[config.mk]
export PLATFORM = sky130hd
export DESIGN_NAME = ser_tx
export DESIGN_NICKNAME = d
export VERILOG_FILES = /design/src/rtl/ser_tx_pkg.sv /design/src/rtl/ser_tx_frame.sv /design/src/rtl/ser_tx_hold.sv /design/src/rtl/ser_tx_shifter.sv /design/src/rtl/ser_tx.sv
export SDC_FILE = /design/constraint.sdc
export NUM_CORES = 1
export LEC_CHECK = 0
export ABC_AREA = 0
export CORE_MARGIN = 2
export CORE_UTILIZATION = 35
export DETAILED_ROUTE_END_ITERATION = 7
export DONT_BUFFER_PORTS = 1
export PLACE_DENSITY = 0.53
export SYNTH_ARGS = -nofsm -noshare
export SYNTH_HDL_FRONTEND = slang
export SYNTH_SLANG_ARGS = --single-unit
[constraint.sdc]
create_clock -name clk -period 3.45 [get_ports clk]
set_input_delay 0.1725 -clock clk [delete_from_list [all_inputs] [get_ports clk]]
set_output_delay 0.1725 -clock clk [all_outputs]
set_load 0.01 [all_outputs]
[src/rtl/ser_tx_pkg.sv]
package ser_tx_pkg;

    typedef struct packed {
        logic en;         // transmit enable
        logic long_word;  // 1: 9 data bits, 11-bit frame
        logic irq_en;     // transmit interrupt enable
        logic pend;       // idle preamble queued
    } ctl_t;

endpackage

[src/rtl/ser_tx_frame.sv]
module ser_tx_frame #(
    parameter int DATA_W  = 8,
    parameter int FRAME_W = DATA_W + 3,
    parameter int CNT_W   = $clog2(FRAME_W + 1)
) (
    input  logic [DATA_W:0]    data,
    input  logic               long_word,
    input  logic               preamble,
    output logic [FRAME_W-1:0] bits,
    output logic [CNT_W-1:0]   len
);

    always_comb begin
        if (preamble) begin
            bits = '1;
        end else if (long_word) begin
            bits = {1'b1, data, 1'b0};
        end else begin
            bits = {2'b11, data[DATA_W-1:0], 1'b0};
        end
        len = long_word ? CNT_W'(FRAME_W) : CNT_W'(FRAME_W - 1);
    end

endmodule

[src/rtl/ser_tx_hold.sv]
module ser_tx_hold #(
    parameter int HOLD_W = 9
) (
    input  logic              clk,
    input  logic              rst_n,
    input  logic              wr_en,
    input  logic [HOLD_W-1:0] wr_data,
    input  logic              take,
    output logic              full,
    output logic [HOLD_W-1:0] data
);

    typedef struct packed {
        logic              full;
        logic [HOLD_W-1:0] data;
    } hold_t;

    hold_t s_d, s_q;

    always_comb begin
        s_d = s_q;
        if (take) begin
            s_d.full = 1'b0;
        end
        if (wr_en) begin
            s_d.full = 1'b1;
            s_d.data = wr_data;
        end
    end

    always_ff @(posedge clk or negedge rst_n) begin
        if (!rst_n) begin
            s_q <= '0;
        end else begin
            s_q <= s_d;
        end
    end

    assign full = s_q.full;
    assign data = s_q.data;

endmodule

[src/rtl/ser_tx_shifter.sv]
module ser_tx_shifter #(
    parameter int FRAME_W = 11,
    parameter int CNT_W   = 4
) (
    input  logic               clk,
    input  logic               rst_n,
    input  logic               tick,
    input  logic               load,
    input  logic [FRAME_W-1:0] load_bits,
    input  logic [CNT_W-1:0]   load_len,
    output logic               boundary,
    output logic               bit_out
);

    typedef struct packed {
        logic [FRAME_W-1:0] sh;
        logic [CNT_W-1:0]   cnt;
    } shf_t;

    shf_t s_d, s_q;

    assign boundary = tick && (s_q.cnt <= CNT_W'(1));

    always_comb begin
        s_d = s_q;
        if (tick) begin
            if (s_q.cnt > CNT_W'(1)) begin
                s_d.sh  = {1'b1, s_q.sh[FRAME_W-1:1]};
                s_d.cnt = s_q.cnt - CNT_W'(1);
            end else if (load) begin
                s_d.sh  = load_bits;
                s_d.cnt = load_len;
            end else begin
                s_d.sh  = '1;
                s_d.cnt = '0;
            end
        end
    end

    always_ff @(posedge clk or negedge rst_n) begin
        if (!rst_n) begin
            s_q.sh  <= '1;
            s_q.cnt <= '0;
        end else begin
            s_q <= s_d;
        end
    end

    assign bit_out = (s_q.cnt == '0) ? 1'b1 : s_q.sh[0];

endmodule

[src/rtl/ser_tx.sv]
module ser_tx #(
    parameter int DATA_W = 8
) (
    input  logic            clk,
    input  logic            rst_n,
    input  logic            bit_tick,
    input  logic            data_we,
    input  logic [DATA_W:0] data_in,
    input  logic            cfg_we,
    input  logic            cfg_tx_en,
    input  logic            cfg_long_word,
    input  logic            cfg_irq_en,
    output logic            txd,
    output logic            hold_empty,
    output logic            tx_irq
);
    import ser_tx_pkg::*;

    localparam int HOLD_W  = DATA_W + 1;
    localparam int FRAME_W = DATA_W + 3;
    localparam int CNT_W   = $clog2(FRAME_W + 1);

    ctl_t ctl_d, ctl_q;

    logic               hold_full;
    logic [HOLD_W-1:0]  hold_data;
    logic               boundary;
    logic               bit_out;
    logic               load_pre;
    logic               take;
    logic               en_rise;
    logic [FRAME_W-1:0] frame_bits;
    logic [CNT_W-1:0]   frame_len;

    assign load_pre = boundary && ctl_q.en && ctl_q.pend;
    assign take     = boundary && ctl_q.en && !ctl_q.pend && hold_full;
    assign en_rise  = cfg_we && cfg_tx_en && !ctl_q.en;

    always_comb begin
        ctl_d = ctl_q;
        if (cfg_we) begin
            ctl_d.en        = cfg_tx_en;
            ctl_d.long_word = cfg_long_word;
            ctl_d.irq_en    = cfg_irq_en;
        end
        ctl_d.pend = ctl_d.en && (en_rise || (ctl_q.pend && !load_pre));
    end

    always_ff @(posedge clk or negedge rst_n) begin
        if (!rst_n) begin
            ctl_q <= '0;
        end else begin
            ctl_q <= ctl_d;
        end
    end

    ser_tx_hold #(.HOLD_W(HOLD_W)) u_hold (
        .clk     (clk),
        .rst_n   (rst_n),
        .wr_en   (data_we),
        .wr_data (data_in),
        .take    (take),
        .full    (hold_full),
        .data    (hold_data)
    );

    ser_tx_frame #(.DATA_W(DATA_W), .FRAME_W(FRAME_W), .CNT_W(CNT_W)) u_frame (
        .data      (hold_data),
        .long_word (ctl_q.long_word),
        .preamble  (load_pre),
        .bits      (frame_bits),
        .len       (frame_len)
    );

    ser_tx_shifter #(.FRAME_W(FRAME_W), .CNT_W(CNT_W)) u_shift (
        .clk       (clk),
        .rst_n     (rst_n),
        .tick      (bit_tick),
        .load      (load_pre || take),
        .load_bits (frame_bits),
        .load_len  (frame_len),
        .boundary  (boundary),
        .bit_out   (bit_out)
    );

    assign txd        = ctl_q.en ? bit_out : 1'b1;
    assign hold_empty = !hold_full;
    assign tx_irq     = hold_empty && ctl_q.irq_en;

endmodule

Word level (Yosys, flattened, before mapping)
Cells that the tools add are included.
{ "word_totals": {"reg_bits": 29, "latch_bits": 0, "mem_bits_rw": 0, "mem_bits_ro": 0, "input_bits": 17, "out_inout_bits": 3, "word_cells": 39, "memories": 0} }
{ "classes": {"n_addsub": 1, "mul": 0, "div": 0, "order_cmp": 2, "n_eq_ne": 0, "shifts": 0, "muxes": 10, "bitwise": 0, "n_reduce_logical": 18} }
{ "op_table": {"columns": ["op", "count"], "rows": [
  ["15-bit 2-to-1 mux", 2],
  ["10-bit 2-to-1 mux", 2],
  ["11-bit 2-to-1 mux", 1],
  ["1-bit logical AND", 10],
  ["4-bit by 1-bit greater-than comparator with 1-bit output (second input constant)", 1],
  ["4-bit by 1-bit <= comparator with 1-bit output (second input constant)", 1],
  ["1-bit zero test", 4],
  ["4-bit zero test", 1],
  ["1-bit 2-to-1 mux", 4],
  ["4-bit by 1-bit subtractor with 4-bit output (second input constant)", 1],
  ["3-bit 2-to-1 mux", 1],
  ["1-bit logical OR", 2],
  ["2-bit nonzero test", 1]
]} }

Depth between registers and ports, before layout
{ "logic_depth": {"word_depth": 8, "mapped_depth": 6} }

Hierarchy
Synthesis repeated with hierarchy kept, for this count alone.
{ "hier_totals": {"hier_cells": 160, "hier_area_um2": 1667.8} }
{ "by_module_without_submodules": {"columns": ["mod", "n_inst", "cells_each", "area_per_inst_um2"], "rows": [
  ["ser_tx_shifter", 1, 104, 944.7],
  ["ser_tx_hold", 1, 22, 409.1],
  ["ser_tx", 1, 17, 202.7],
  ["ser_tx_frame", 1, 17, 111.4]
]} }

Worst setup path before layout
No wires, ideal clock.
{ "synth_path": {"path_kind": "register -> register", "startpoint": "register u_shift.s_q[0] (netlist bit)", "endpoint": "register u_shift.s_q[10] (netlist bit)", "setup_ns": 0.084, "arrival_time_ns": 1.272, "required_time_ns": 3.366, "path_slack_ns": 2.095, "path_stages_with_launch": 7, "path_buffers": 1, "synth_period_minus_slack_ns": 1.355, "cell_sequence": "dfrtp_1 inv_1 ha_1 or2_1 buf_4 a21oi_1 o31ai_1"} }
{ "synth_via": {"elab_chain_len": 8, "word_cells_on_any_way": 11, "cone_classes": "order compare: 2; mux: 3; reduce/logical: 6"} }
{ "synth_rtl": {"columns": ["element", "line", "source"], "rows": [
  ["start: declaration", "ser_tx_shifter.sv:20", "shf_t s_d, s_q;"],
  ["4-bit by 1-bit <= comparator with 1-bit output", "ser_tx_shifter.sv:22", "assign boundary = tick && (s_q.cnt <= CNT_W'(1));"],
  ["1-bit logical AND", "ser_tx_shifter.sv:22", null],
  ["1-bit logical AND", "ser_tx.sv:35, ser_tx.sv:36", null],
  ["1-bit logical AND (2 in series)", "ser_tx.sv:36", "assign take = boundary && ctl_q.en && !ctl_q.pend && hold_full;"],
  ["1-bit logical OR", "ser_tx.sv:79", ".load (load_pre || take),"],
  ["15-bit 2-to-1 mux", "ser_tx_shifter.sv:30", "end else if (load) begin"],
  ["15-bit 2-to-1 mux *", "ser_tx_shifter.sv:27", "if (s_q.cnt > CNT_W'(1)) begin"]
]} }
Every way passes the cells marked *; elsewhere a longest branch is shown, timed or not.
A chain may end at the register's enable or synchronous reset.

Worst setup path after layout
{ "layout_path": {"startpoint": "register u_shift.s_q[0] (netlist bit)", "endpoint": "register u_shift.s_q[4] (netlist bit)"} }
The elaborated chain is that of the path after synthesis.

==> results.cfg <==
[yosys]
synth-edff-count = 0
ys_async_sr_fraction_pct = 100
synthDistinctLibCells = 30
syn_nets = 141
yosysSeqAreaShare_pct = 52.7
synth-seq-cells = 28
synth_commonest_cells = 18 x dfrtp_1, 13 x mux2_2, 13 x nand2_1
synthesis.area_um2 = 1350
synth_top_area_cell = dfrtp_1
syn_avg_cell_area_um2 = 11.2
synth.area.top_cells = dfrtp_1 33%, dfstp_2 19%, mux2_2 11%
ys.flop_type = dfrtp_1
yosysTopAreaCellShare_pct = 33.3
ys_warn_count = 0
netlist_instances = 121
synth.most_common_cell = dfrtp_1

[route]
finalWirelength_mm = 2.52
viasPerCell = 5.26
drt-initial-drc-count = 46
via_count = 884
drt-pass1-iter-count = 4
final_antenna_net_count = 0
drcViolationCount = 0
routedWlPerCell_um = 15.0

[clocking]
cts_made_buffers = 3
clkLatencyLatePin_ns = 0.28
clock-sinks = 28
cts-root-buf = clkbuf_8
max-clock-path-buffers = 2
cts_max_level = 1
clk_pin_slew_ns = 0.10
cts_tree = done

[global_route]
grt_overflow = 0
grt_pass1_wl_mm = 4.46
antenna_found_initial = 0
grt.total_usage_pct = 13.6
grt_max_degree = 29
grt_pass1_vias = 931

[final_layout]
final_cell_area_um2 = 1470
nets = 141
area_delta_synth_final_pct = 8.97
diodes = 0
fin_cells = 168
drive_gt1_share_pct = 25.0

[critical_path]
critical_path_buf_inv_count = 1
critPathCaptureType = flip-flop
cp_top_family = simple AND/OR/NAND/NOR gates
slowest_delay_ns = 0.54
r2r_cells = 5
r2r_setup_slack_ns = 1.65
setup.worst_path.start_class = flip-flop
timing.critical_path.cells = inv_1, ha_1, nor2_1, nor3_1, o31ai_1
r2r-end = u_shift.s_q[4]
rr_startpoint = u_shift.s_q[0]
crit_slowest_cell = nor2_1
critPathRequiredTime_ns = 3.65
cp_max_fo = 11
worstPathArrival_ns = 2.00
critical_path_class = flip-flop to flip-flop

[pwr]
power.total_mw = 1.14
max-vdd-ir-drop_mv = 0.287
leakage_nw = 0.578
power.density_nw_per_um2 = 774

[sta]
tightestPinTransition_ns = 0.669
slew_viol_final = 0
hold_slack_ns = 0.0231
finalSetupTns_ns = 0
final.period_utilization_pct = 52.2
skew_ns = 0.00707
fmax_mhz = 555
setup_viol_count_final = 0
period_minus_slack_ns = 1.80
rsz0062_at_grt = false
maxSlewHeadroom_pct = 55.2
hold_viol = 0

[floorplanning]
rows = 22
core_um2 = 3690
chipHeight_um = 66.2
io_pins = 20
die_w_um = 66.2
start_util_pct = 36.7
dieArea_um2 = 4380

[hold_path]
hp-class = input pin to flip-flop
hold_path_end = u_shift.s_q[13]
hold_depth = 2
hp-start = bit_tick

[placed_design]
place_area_um2 = 1360
gp_congestion = 0.696
dp_cells = 161
io_buffers = 0
dpl.hpwl_mm = 1.77

[flow_run]
cap_violations = 0

[run_status]
status = completed
==> cell usage in the layout, fill, tap and decap left out, drive strengths merged <==
cell,instances
nand3b,2
or2,2
mux2,13
a21oi,10
nor4b,1
dfstp,10
nand4,1
o221ai,1
a21o,1
clkbuf,3
ha,3
mux2i,1
nor2b,3
o211ai,2
o2111ai,1
bufinv,1
nor2,4
a211o,1
a21boi,1
o21ai,1
nor3,2
nand2,13
dfrtp,18
nor4,8
inv,4
dlygate4sd3,2
o31ai,10
buf,1
==> sequential cells by signal (all words and copies together), names as in the netlist <==
name	flops
u_shift.s_q	14
u_hold.data	9
ctl_q	4
u_hold.full	1
==> power breakdown <==
group / switching (mW) / internal [mW] / leakage, nW
clock network: 0.102 / 0.155 / 0.0357
registers: 0.0662 / 0.447 / 0.316
logic: 0.232 / 0.139 / 0.227
total: 0.400 / 0.741 / 0.578
==> per-stage QoR <==
| stage | util [%] | setup slack, ns |
|---|---|---|
| floorplan | - | 2.09 |
| global placement | 36.9 | 1.73 |
| detailed placement | 36.9 | 1.68 |
| CTS | 40.0 | 1.67 |
| global route | 40.0 | 1.48 |
| finish | 40.0 | 1.65 |
==> per-layer routing <==
metal	GRT usage (%)	wire length, um	up-vias
li1	-	-	437
met4	4.59	13	0
met1	18.0	1240	425
met5	0	0	-
met3	4.09	134	2
met2	21.0	1130	20
==> worst max-delay path by stage <==
stage                               from              end  cells after the start
after floorplan           u_shift.s_q[0]  u_shift.s_q[10]                      6
after global placement    u_shift.s_q[0]   u_shift.s_q[4]                      5
after detailed placement  u_shift.s_q[0]   u_shift.s_q[4]                      5
after CTS                 u_shift.s_q[0]   u_shift.s_q[4]                      5
after global routing      u_shift.s_q[0]   u_shift.s_q[4]                      5
final                     u_shift.s_q[0]   u_shift.s_q[4]                      5
==> cell type report <==
cell class / count / area, um^2
Clock buffer: 3 / 41.3
Clock inverter: 1 / 30.0
Fill cell: 371 / 2210
Inverter: 4 / 15.0
Multi-Input combinational cell: 81 / 574
Sequential cell: 28 / 713
Tap cell: 48 / 60.1
Timing Repair Buffer: 3 / 40.0
==> worst reg2reg max path: stages (launching register included) <==
cell and delay (ns):
dfrtp_1 0.41, inv_1 0.10, ha_1 0.25, nor2_1 0.54, nor3_1 0.17, o31ai_1 0.26
==> timing repair <==
action	in CTS	in global routing
resized for setup	0	0
buffers inserted	0	0
endpoints found under the hold margin	29	0
hold buffers	3	0
==> cells by family after synthesis <==
family | after synthesis | share of synthesized area [%]
buffers and inverters | 12 | 4.81
adders and majority gates | 3 | 2.78
AOI/OAI and AO/OA | 28 | 13.8
DFF | 28 | 52.7
muxes | 14 | 11.6
and+or+nand+nor | 36 | 14.3
Note: power is estimated with default switching activity, not from simulation.
